===== config.mk =====
export PLATFORM = sky130hd
export DESIGN_NAME = lpwm_timer
export DESIGN_NICKNAME = d
export VERILOG_FILES = /design/src/rtl/lpwm_pkg.sv /design/src/rtl/lpwm_regs.sv /design/src/rtl/lpwm_prescaler.sv /design/src/rtl/lpwm_core.sv /design/src/rtl/lpwm_timer.sv
export SDC_FILE = /design/constraint.sdc
export NUM_CORES = 1
export LEC_CHECK = 0
export BUFFER_PORTS_ARGS = -buffer_cell sky130_fd_sc_hd__buf_2
export CAP_MARGIN = 20
export CORE_UTILIZATION = 32
export DETAILED_ROUTE_END_ITERATION = 12
export GPL_TIMING_DRIVEN = 0
export HOLD_SLACK_MARGIN = 0.03
export PLACE_DENSITY = 0.48
export SLEW_MARGIN = 25
export SYNTH_ARGS = -nofsm -noshare
export SYNTH_HDL_FRONTEND = slang
export SYNTH_HIERARCHICAL = 1
export SYNTH_SLANG_ARGS = --single-unit

===== constraint.sdc =====
create_clock -name clk -period 2.2 [get_ports clk]
set_input_delay 0.44 -clock clk [delete_from_list [all_inputs] [get_ports clk]]
set_output_delay 0.44 -clock clk [all_outputs]
set_load 0.01 [all_outputs]

===== src/rtl/lpwm_pkg.sv =====
package lpwm_pkg;
  localparam int A_CTRL = 'h00;
  localparam int A_CFG  = 'h04;
  localparam int A_CMP  = 'h08;
  localparam int A_ARR  = 'h0C;
  localparam int A_STAT = 'h10;
  localparam int A_CLR  = 'h14;

  localparam int B_EN   = 0;
  localparam int B_RUN  = 1;
  localparam int B_POL  = 4;

  localparam int F_CMP  = 0;
  localparam int F_ARR  = 1;
  localparam int N_FLAG = 2;
endpackage


===== src/rtl/lpwm_regs.sv =====
module lpwm_regs import lpwm_pkg::*; #(
  parameter int ADDR_W = 5,
  parameter int DATA_W = 32,
  parameter int CNT_W  = 16,
  parameter int PSC_W  = 3
) (
  input  logic              clk,
  input  logic              rst,
  input  logic              wr,
  input  logic              rd,
  input  logic [ADDR_W-1:0] addr,
  input  logic [DATA_W-1:0] wdata,
  output logic [DATA_W-1:0] rdata,
  output logic              en,
  output logic              run,
  output logic [PSC_W-1:0]  psc,
  output logic              pol,
  output logic [CNT_W-1:0]  cmp_pre,
  output logic [CNT_W-1:0]  arr_pre,
  output logic              cmp_pv,
  output logic              arr_pv,
  input  logic              ld_cmp,
  input  logic              ld_arr
);
  logic hit_ctrl, hit_cfg, hit_cmp, hit_arr, hit_clr;
  logic [N_FLAG-1:0] ld_v, d1, d2, flag;
  logic [DATA_W-1:0] rmux;

  assign hit_ctrl = wr && (addr == ADDR_W'(A_CTRL));
  assign hit_cfg  = wr && (addr == ADDR_W'(A_CFG));
  assign hit_cmp  = wr && (addr == ADDR_W'(A_CMP));
  assign hit_arr  = wr && (addr == ADDR_W'(A_ARR));
  assign hit_clr  = wr && (addr == ADDR_W'(A_CLR));

  always_ff @(posedge clk) begin
    if (rst) begin
      en      <= 1'b0;
      run     <= 1'b0;
      psc     <= '0;
      pol     <= 1'b0;
      cmp_pre <= '0;
      arr_pre <= '1;
      cmp_pv  <= 1'b0;
      arr_pv  <= 1'b0;
    end else begin
      if (hit_ctrl) begin
        en  <= wdata[B_EN];
        run <= wdata[B_EN] & (wdata[B_RUN] | run);
      end
      if (hit_cfg && !en) begin
        psc <= wdata[PSC_W-1:0];
        pol <= wdata[B_POL];
      end
      if (hit_cmp && en) begin
        cmp_pre <= wdata[CNT_W-1:0];
        cmp_pv  <= 1'b1;
      end else if (ld_cmp) begin
        cmp_pv  <= 1'b0;
      end
      if (hit_arr && en) begin
        arr_pre <= wdata[CNT_W-1:0];
        arr_pv  <= 1'b1;
      end else if (ld_arr) begin
        arr_pv  <= 1'b0;
      end
    end
  end

  assign ld_v[F_CMP] = ld_cmp;
  assign ld_v[F_ARR] = ld_arr;

  for (genvar i = 0; i < N_FLAG; i++) begin : g_flag
    always_ff @(posedge clk) begin
      if (rst) begin
        d1[i]   <= 1'b0;
        d2[i]   <= 1'b0;
        flag[i] <= 1'b0;
      end else begin
        d1[i] <= ld_v[i];
        d2[i] <= d1[i];
        if (d2[i])                     flag[i] <= 1'b1;
        else if (hit_clr && wdata[i])  flag[i] <= 1'b0;
      end
    end
  end

  always_comb begin
    rmux = '0;
    if (addr == ADDR_W'(A_CTRL)) begin
      rmux[B_EN]  = en;
      rmux[B_RUN] = run;
    end else if (addr == ADDR_W'(A_CFG)) begin
      rmux[PSC_W-1:0] = psc;
      rmux[B_POL]     = pol;
    end else if (addr == ADDR_W'(A_CMP)) begin
      rmux = DATA_W'(cmp_pre);
    end else if (addr == ADDR_W'(A_ARR)) begin
      rmux = DATA_W'(arr_pre);
    end else if (addr == ADDR_W'(A_STAT)) begin
      rmux[N_FLAG-1:0] = flag;
    end
  end

  always_ff @(posedge clk) begin
    if (rst)     rdata <= '0;
    else if (rd) rdata <= rmux;
  end

  // configuration frozen while enabled
  p_cfg_locked_r2: assert property (@(posedge clk) disable iff (rst)
    en && hit_cfg |=> $stable(psc) && $stable(pol));
  // compare/reload preload untouched while disabled
  p_cmp_ignored_r3: assert property (@(posedge clk) disable iff (rst)
    !en && hit_cmp |=> $stable(cmp_pre));
  p_arr_ignored_r3: assert property (@(posedge clk) disable iff (rst)
    !en && hit_arr |=> $stable(arr_pre));
  // a control write with enable clear stops everything
  p_stop_r7: assert property (@(posedge clk) disable iff (rst)
    hit_ctrl && !wdata[B_EN] |=> !run && !en);
  // flags are sticky until cleared
  p_sticky_r9: assert property (@(posedge clk) disable iff (rst)
    flag[F_CMP] && !(hit_clr && wdata[F_CMP]) |=> flag[F_CMP]);
  // clear removes the flag unless a set arrives in the same cycle
  p_clear_r10: assert property (@(posedge clk) disable iff (rst)
    hit_clr && wdata[F_ARR] && !d2[F_ARR] |=> !flag[F_ARR]);
endmodule


===== src/rtl/lpwm_prescaler.sv =====
module lpwm_prescaler #(
  parameter int PSC_W = 3
) (
  input  logic             clk,
  input  logic             rst,
  input  logic             run,
  input  logic [PSC_W-1:0] psc,
  output logic             tick
);
  localparam int DIV_W = (1 << PSC_W) - 1;

  logic [DIV_W-1:0] pc;
  logic [DIV_W-1:0] mask;

  always_comb mask = DIV_W'((32'd1 << psc) - 32'd1);

  assign tick = run && ((pc & mask) == mask);

  always_ff @(posedge clk) begin
    if (rst || !run) pc <= '0;
    else             pc <= pc + 1'b1;
  end

  // ratio 1 ticks every cycle while running
  p_div1_r1: assert property (@(posedge clk) disable iff (rst)
    run && (psc == '0) |-> tick);
  // no tick while stopped
  p_idle_r1: assert property (@(posedge clk) disable iff (rst)
    !run |-> !tick);
endmodule


===== src/rtl/lpwm_core.sv =====
module lpwm_core #(
  parameter int CNT_W = 16
) (
  input  logic             clk,
  input  logic             rst,
  input  logic             en,
  input  logic             run,
  input  logic             tick,
  input  logic             pol,
  input  logic [CNT_W-1:0] cmp_pre,
  input  logic [CNT_W-1:0] arr_pre,
  input  logic             cmp_pv,
  input  logic             arr_pv,
  output logic             ld_cmp,
  output logic             ld_arr,
  output logic             pwm_out
);
  logic [CNT_W-1:0] cnt, cmp_act, arr_act;
  logic wrap, load_ok;

  assign wrap    = tick && (cnt == arr_act);
  assign load_ok = en && (!run || wrap);
  assign ld_cmp  = load_ok && cmp_pv;
  assign ld_arr  = load_ok && arr_pv;

  always_ff @(posedge clk) begin
    if (rst) begin
      cnt     <= '0;
      cmp_act <= '0;
      arr_act <= '1;
      pwm_out <= 1'b0;
    end else begin
      if (ld_cmp) cmp_act <= cmp_pre;
      if (ld_arr) arr_act <= arr_pre;
      if (!run)      cnt <= '0;
      else if (tick) cnt <= wrap ? '0 : cnt + 1'b1;
      pwm_out <= en ? ((run && (cnt > cmp_act)) ^ pol) : 1'b0;
    end
  end

  // counter never exceeds the working reload value
  p_cnt_bound_r4: assert property (@(posedge clk) disable iff (rst)
    cnt <= arr_act);
  // working values only change at a wrap while running
  p_load_at_wrap_r8: assert property (@(posedge clk) disable iff (rst)
    run && !wrap |=> $stable(cmp_act) && $stable(arr_act));
  // stopped counter rests at zero
  p_rest_r11: assert property (@(posedge clk) disable iff (rst)
    !run |=> cnt == '0);
endmodule


===== src/rtl/lpwm_timer.sv =====
module lpwm_timer #(
  parameter int ADDR_W = 5,
  parameter int DATA_W = 32,
  parameter int CNT_W  = 16,
  parameter int PSC_W  = 3
) (
  input  logic              clk,
  input  logic              rst,
  input  logic              bus_wr,
  input  logic              bus_rd,
  input  logic [ADDR_W-1:0] bus_addr,
  input  logic [DATA_W-1:0] bus_wdata,
  output logic [DATA_W-1:0] bus_rdata,
  output logic              pwm_out
);
  logic en, run, pol, tick;
  logic [PSC_W-1:0] psc;
  logic [CNT_W-1:0] cmp_pre, arr_pre;
  logic cmp_pv, arr_pv, ld_cmp, ld_arr;

  lpwm_regs #(.ADDR_W(ADDR_W), .DATA_W(DATA_W), .CNT_W(CNT_W), .PSC_W(PSC_W)) u_regs (
    .clk(clk), .rst(rst), .wr(bus_wr), .rd(bus_rd), .addr(bus_addr),
    .wdata(bus_wdata), .rdata(bus_rdata), .en(en), .run(run), .psc(psc),
    .pol(pol), .cmp_pre(cmp_pre), .arr_pre(arr_pre), .cmp_pv(cmp_pv),
    .arr_pv(arr_pv), .ld_cmp(ld_cmp), .ld_arr(ld_arr)
  );

  lpwm_prescaler #(.PSC_W(PSC_W)) u_psc (
    .clk(clk), .rst(rst), .run(run), .psc(psc), .tick(tick)
  );

  lpwm_core #(.CNT_W(CNT_W)) u_core (
    .clk(clk), .rst(rst), .en(en), .run(run), .tick(tick), .pol(pol),
    .cmp_pre(cmp_pre), .arr_pre(arr_pre), .cmp_pv(cmp_pv), .arr_pv(arr_pv),
    .ld_cmp(ld_cmp), .ld_arr(ld_arr), .pwm_out(pwm_out)
  );

  // output low one edge after the timer is disabled
  p_out_idle_r11: assert property (@(posedge clk) disable iff (rst)
    !en |=> !pwm_out);
endmodule


==> reports/qor.csv <==
stage;metric;value;unit
cells_and_area;nets;785;
placement;buffer_ports.inserted;39;
hold_path;worstHoldPathType;in2reg;
global_routing;number_of_global_route_vias_before_repair;4452;
power_and_ir_drop;vdd_ir_drop_max;0.501;mV
global_routing;grt_first_pass_wirelength;23300;µm
detailed_routing;avgRoutedWirePerCell;15.1;µm
sta;final_layout_setup_total_negative_slack;0;ns
critical_path;cell_repeated_most_along_the_worst_path;sky130_fd_sc_hd__inv_2;
synthesis;yosys.area.top_type;sky130_fd_sc_hd__dfxtp_1;
synthesis;post-synth-top-count-cell;sky130_fd_sc_hd__dfxtp_1;
sta;grt_setup_unrepaired;yes;
detailed_routing;via_count;4542;
synthesis;ys_dominant_reg_cell;sky130_fd_sc_hd__dfxtp_1;
sta;finalWorstPathRequiredPeriod;2.19;ns
cells_and_area;fill_cells;1777;
critical_path;worstPathRequired;2.48;ns
cells_and_area;flow.area_growth_from_synthesis;23.0;%
detailed_routing;drt_first_pass_iters;4;
clocking;cts.clk_slew.worst_paths;0.06;ns
critical_path;path_class;reg2reg;
critical_path;critPathMaxStageDelay;0.51;ns
floorplanning;coreArea;17400;µm²
synthesis;seq_area_frac_synth;41.1;%
synthesis;ys_seq_elements;118;
sta;hold_viol;0;
clocking;cts_tree;done;
placement;detailed_place_hpwl;11000;µm
sta;max_slew_margin;46.3;%
synthesis;synth_area_leaders;sky130_fd_sc_hd__dfxtp_1 (41%), sky130_fd_sc_hd__mux2i_1 (9.8%), sky130_fd_sc_hd__nor2_1 (5.8%), sky130_fd_sc_hd__nand2_1 (4.2%), sky130_fd_sc_hd__ha_1 (3.9%);
run_status;run_status;finished clean;
cells_and_area;final_core_util;40.6;%
floorplanning;row_count;48;
floorplanning;chip_height;136;µm
clocking;cts-buffers-inserted;17;
synthesis;yosys_warnings;6;
floorplanning;initial_utilization;33.0;%
detailed_routing;totalWireLength;14600;µm
synthesis;syn-mean-instance-area;8.94;µm²
clocking;ctsHtreeMaxLevel;4;
sta;share_of_the_cycle_needed_by_the_critical_path_after_routing;99.4;%
critical_path;timing.critical_path.arrival;2.47;ns
power_and_ir_drop;p_per_area;698;nW/µm²
critical_path;worst_path_max_delay_cell;sky130_fd_sc_hd__dfxtp_1;
critical_path;setup.reg_to_reg.worst_slack;0.01;ns
sta;setup_viol_count_final;0;
sta;final_max_slew_viol_count;0;
floorplanning;io-pin-count;74;
synthesis;asyncSetResetFlopFracSynth;0;%
cells_and_area;antenna_cells_inserted;0;
global_routing;grt_start_max_net_pins;17;
critical_path;critical_path.startpoint_type;flip-flop;
critical_path;timing.critical_path.to_type;flip-flop;
floorplanning;floorplan.die.width;136;µm
placement;gp_congestion;0.793;
critical_path;critPathBufInv;4;
synthesis;synth_top_area_share;41.1;%
sta;clock-skew-final;0.0115;ns
synthesis;synth_common_cells;sky130_fd_sc_hd__dfxtp_1 (118), sky130_fd_sc_hd__nor2_1 (88), sky130_fd_sc_hd__nand2_1 (64);
critical_path;critical-path-top-delay-family;simple AND/OR/NAND/NOR gates;
global_routing;globalRouteTotalUtil;16.8;%
power_and_ir_drop;leakagePower;2.92;nW
detailed_routing;drt.antenna.violating_nets;0;
job;drv.max_cap_violation_count;0;
clocking;cts-root-to-sink-buffers;2;
clocking;cts_sinks;118;
critical_path;maximum_fanout_encountered_on_the_critical_timing_path;10;
sta;worstMarginPinSlew;0.798;ns
detailed_routing;drcViolationCount;0;
synthesis;synthesis.area;5740;µm²
global_routing;number_of_antenna_violations_at_the_first_check_in_global_routing;0;
global_routing;gr-total-overflow;0;
critical_path;critical_path.cell_chain;xor2_1 -> nor4_2 -> nand3_4 -> o31a_1 -> buf_6 -> buf_12 -> inv_2 -> inv_2 -> a21oi_2 -> nor2_1;
floorplanning;die_area;18500;µm²
detailed_routing;avgViaCountPerCell;4.71;
synthesis;synth.distinct_cells;53;
sta;achievable-frequency;457;MHz
clocking;cts_root_buf;sky130_fd_sc_hd__clkbuf_16;
synthesis;netlist_instances;642;
synthesis;synth-edff-count;0;
cells_and_area;post_route_cells_drive_above_1_share;20.7;%
clocking;worstSkewPairLatency;0.42;ns
detailed_routing;dr.first_iter.drc_count;204;
-- cell type report --
class | instances | area [µm²] | share of cell area [%]
multi-input cells | 464 | 3110 | 44.0
flip-flops and latches | 118 | 2380 | 33.7
clock buffers | 17 | 425 | 6.02
plain buffers | 48 | 332 | 4.69
repair buffers | 51 | 305 | 4.32
well taps | 225 | 282 | 3.99
clock inverters | 15 | 136 | 1.93
inverters | 26 | 97.6 | 1.38
-- flip-flops by register name, summed over array words and instances (netlist names) --
register / flops
u_regs/run: 1
u_regs/psc: 3
u_core/cnt: 16
u_regs/d2: 2
u_core/arr_act: 16
u_regs/arr_pre: 16
u_regs/cmp_pv: 1
u_regs/d1: 2
u_core/cmp_act: 16
u_regs/pol: 1
u_regs/rdata: 16
u_regs/en: 1
u_regs/arr_pv: 1
u_regs/flag: 2
u_core/pwm_out: 1
u_psc/pc: 7
u_regs/cmp_pre: 16
-- report_power, final --
part / total (mW) / leakage, nW / internal, mW / switching, mW
sequential: 2.14 / 0.956 / 2.14 / 0.00326
combinational: 0.178 / 1.69 / 0.0715 / 0.107
clock: 2.61 / 0.271 / 1.48 / 1.12
total: 4.93 / 2.92 / 3.69 / 1.23
-- worst reg2reg max path, cell delays in order, from the launching register on --
cell and delay [ns]:
sky130_fd_sc_hd__dfxtp_1 0.51, sky130_fd_sc_hd__xor2_1 0.14, sky130_fd_sc_hd__nor4_2 0.44, sky130_fd_sc_hd__nand3_4 0.16
sky130_fd_sc_hd__o31a_1 0.31, sky130_fd_sc_hd__buf_6 0.13, sky130_fd_sc_hd__buf_12 0.14, sky130_fd_sc_hd__inv_2 0.05
sky130_fd_sc_hd__inv_2 0.03, sky130_fd_sc_hd__a21oi_2 0.10, sky130_fd_sc_hd__nor2_1 0.04
-- cells by family (layout without fill, tap and decap cells) --
family                   Yosys count  in the layout  synth area share, %
AO/OA/AOI/OAI                     70             70                 8.00
XOR/XNOR                          34             34                 5.32
AND/OR/NAND/NOR                  268            268                 23.9
adder cells (fa/ha/maj)           18             18                 3.92
multiplexers                      58             58                 10.2
other                              1             16               0.0653
buffers and inverters             75            157                 7.50
flip-flops                       118            118                 41.1
-- repair_timing --
| item | 4_1_cts | 5_1_grt |
|---|---|---|
| hold endpoints to repair | 0 | 0 |
| resized for setup | 11 | 26 |
| setup buffers | 2 | 10 |
| hold buffers | 0 | 0 |
| pin swaps | 3 | 5 |
| setup endpoints to repair | 35 | 20 |
-- stage by stage --
step                      instances  total power, mW  hold WS (ns)  setup slack (ns)  area [µm²]
after floorplan                 657             2.30         0.413            0.0335        5800
after global placement          921             2.37         0.435            -0.282        6270
after detailed placement        921             2.37         0.429            -0.314        6270
after CTS                       955             5.00         0.229           -0.0195        6890
after global routing            964             5.12         0.246            -0.105        7060
final                           964             4.93         0.248            0.0138        7060
-- metal layers --
metal  routed length (µm)  vias up  GRT usage [%]
met1                 7040     2122           21.8
met4                  224        0           5.74
li1                     -     2308              -
met2                 6800       96           27.0
met5                    0        -              0
met3                  519       16           4.06
-- worst paths after layout --
check                      start                 end  cells past startpoint
hold / removal     bus_wdata[14]  u_regs/arr_pre[14]                      3
hold reg to reg     u_regs/d1[1]        u_regs/d2[1]                      1
setup reg to reg  u_core/cnt[11]       u_regs/cmp_pv                     10
setup / recovery  u_core/cnt[11]       u_regs/cmp_pv                     10
-- placed cells by master (no fill, tap or decap), types with 19 or more instances in the layout --
cell / instances
sky130_fd_sc_hd__dfxtp_1: 110
sky130_fd_sc_hd__nor2_1: 86
sky130_fd_sc_hd__nand2_1: 64
sky130_fd_sc_hd__mux2i_1: 56
sky130_fd_sc_hd__buf_2: 44
sky130_fd_sc_hd__nand2b_1: 30
sky130_fd_sc_hd__buf_4: 27
sky130_fd_sc_hd__xor2_1: 24
sky130_fd_sc_hd__inv_1: 23
sky130_fd_sc_hd__nand3b_1: 19
(Power assumes the default switching activity.)
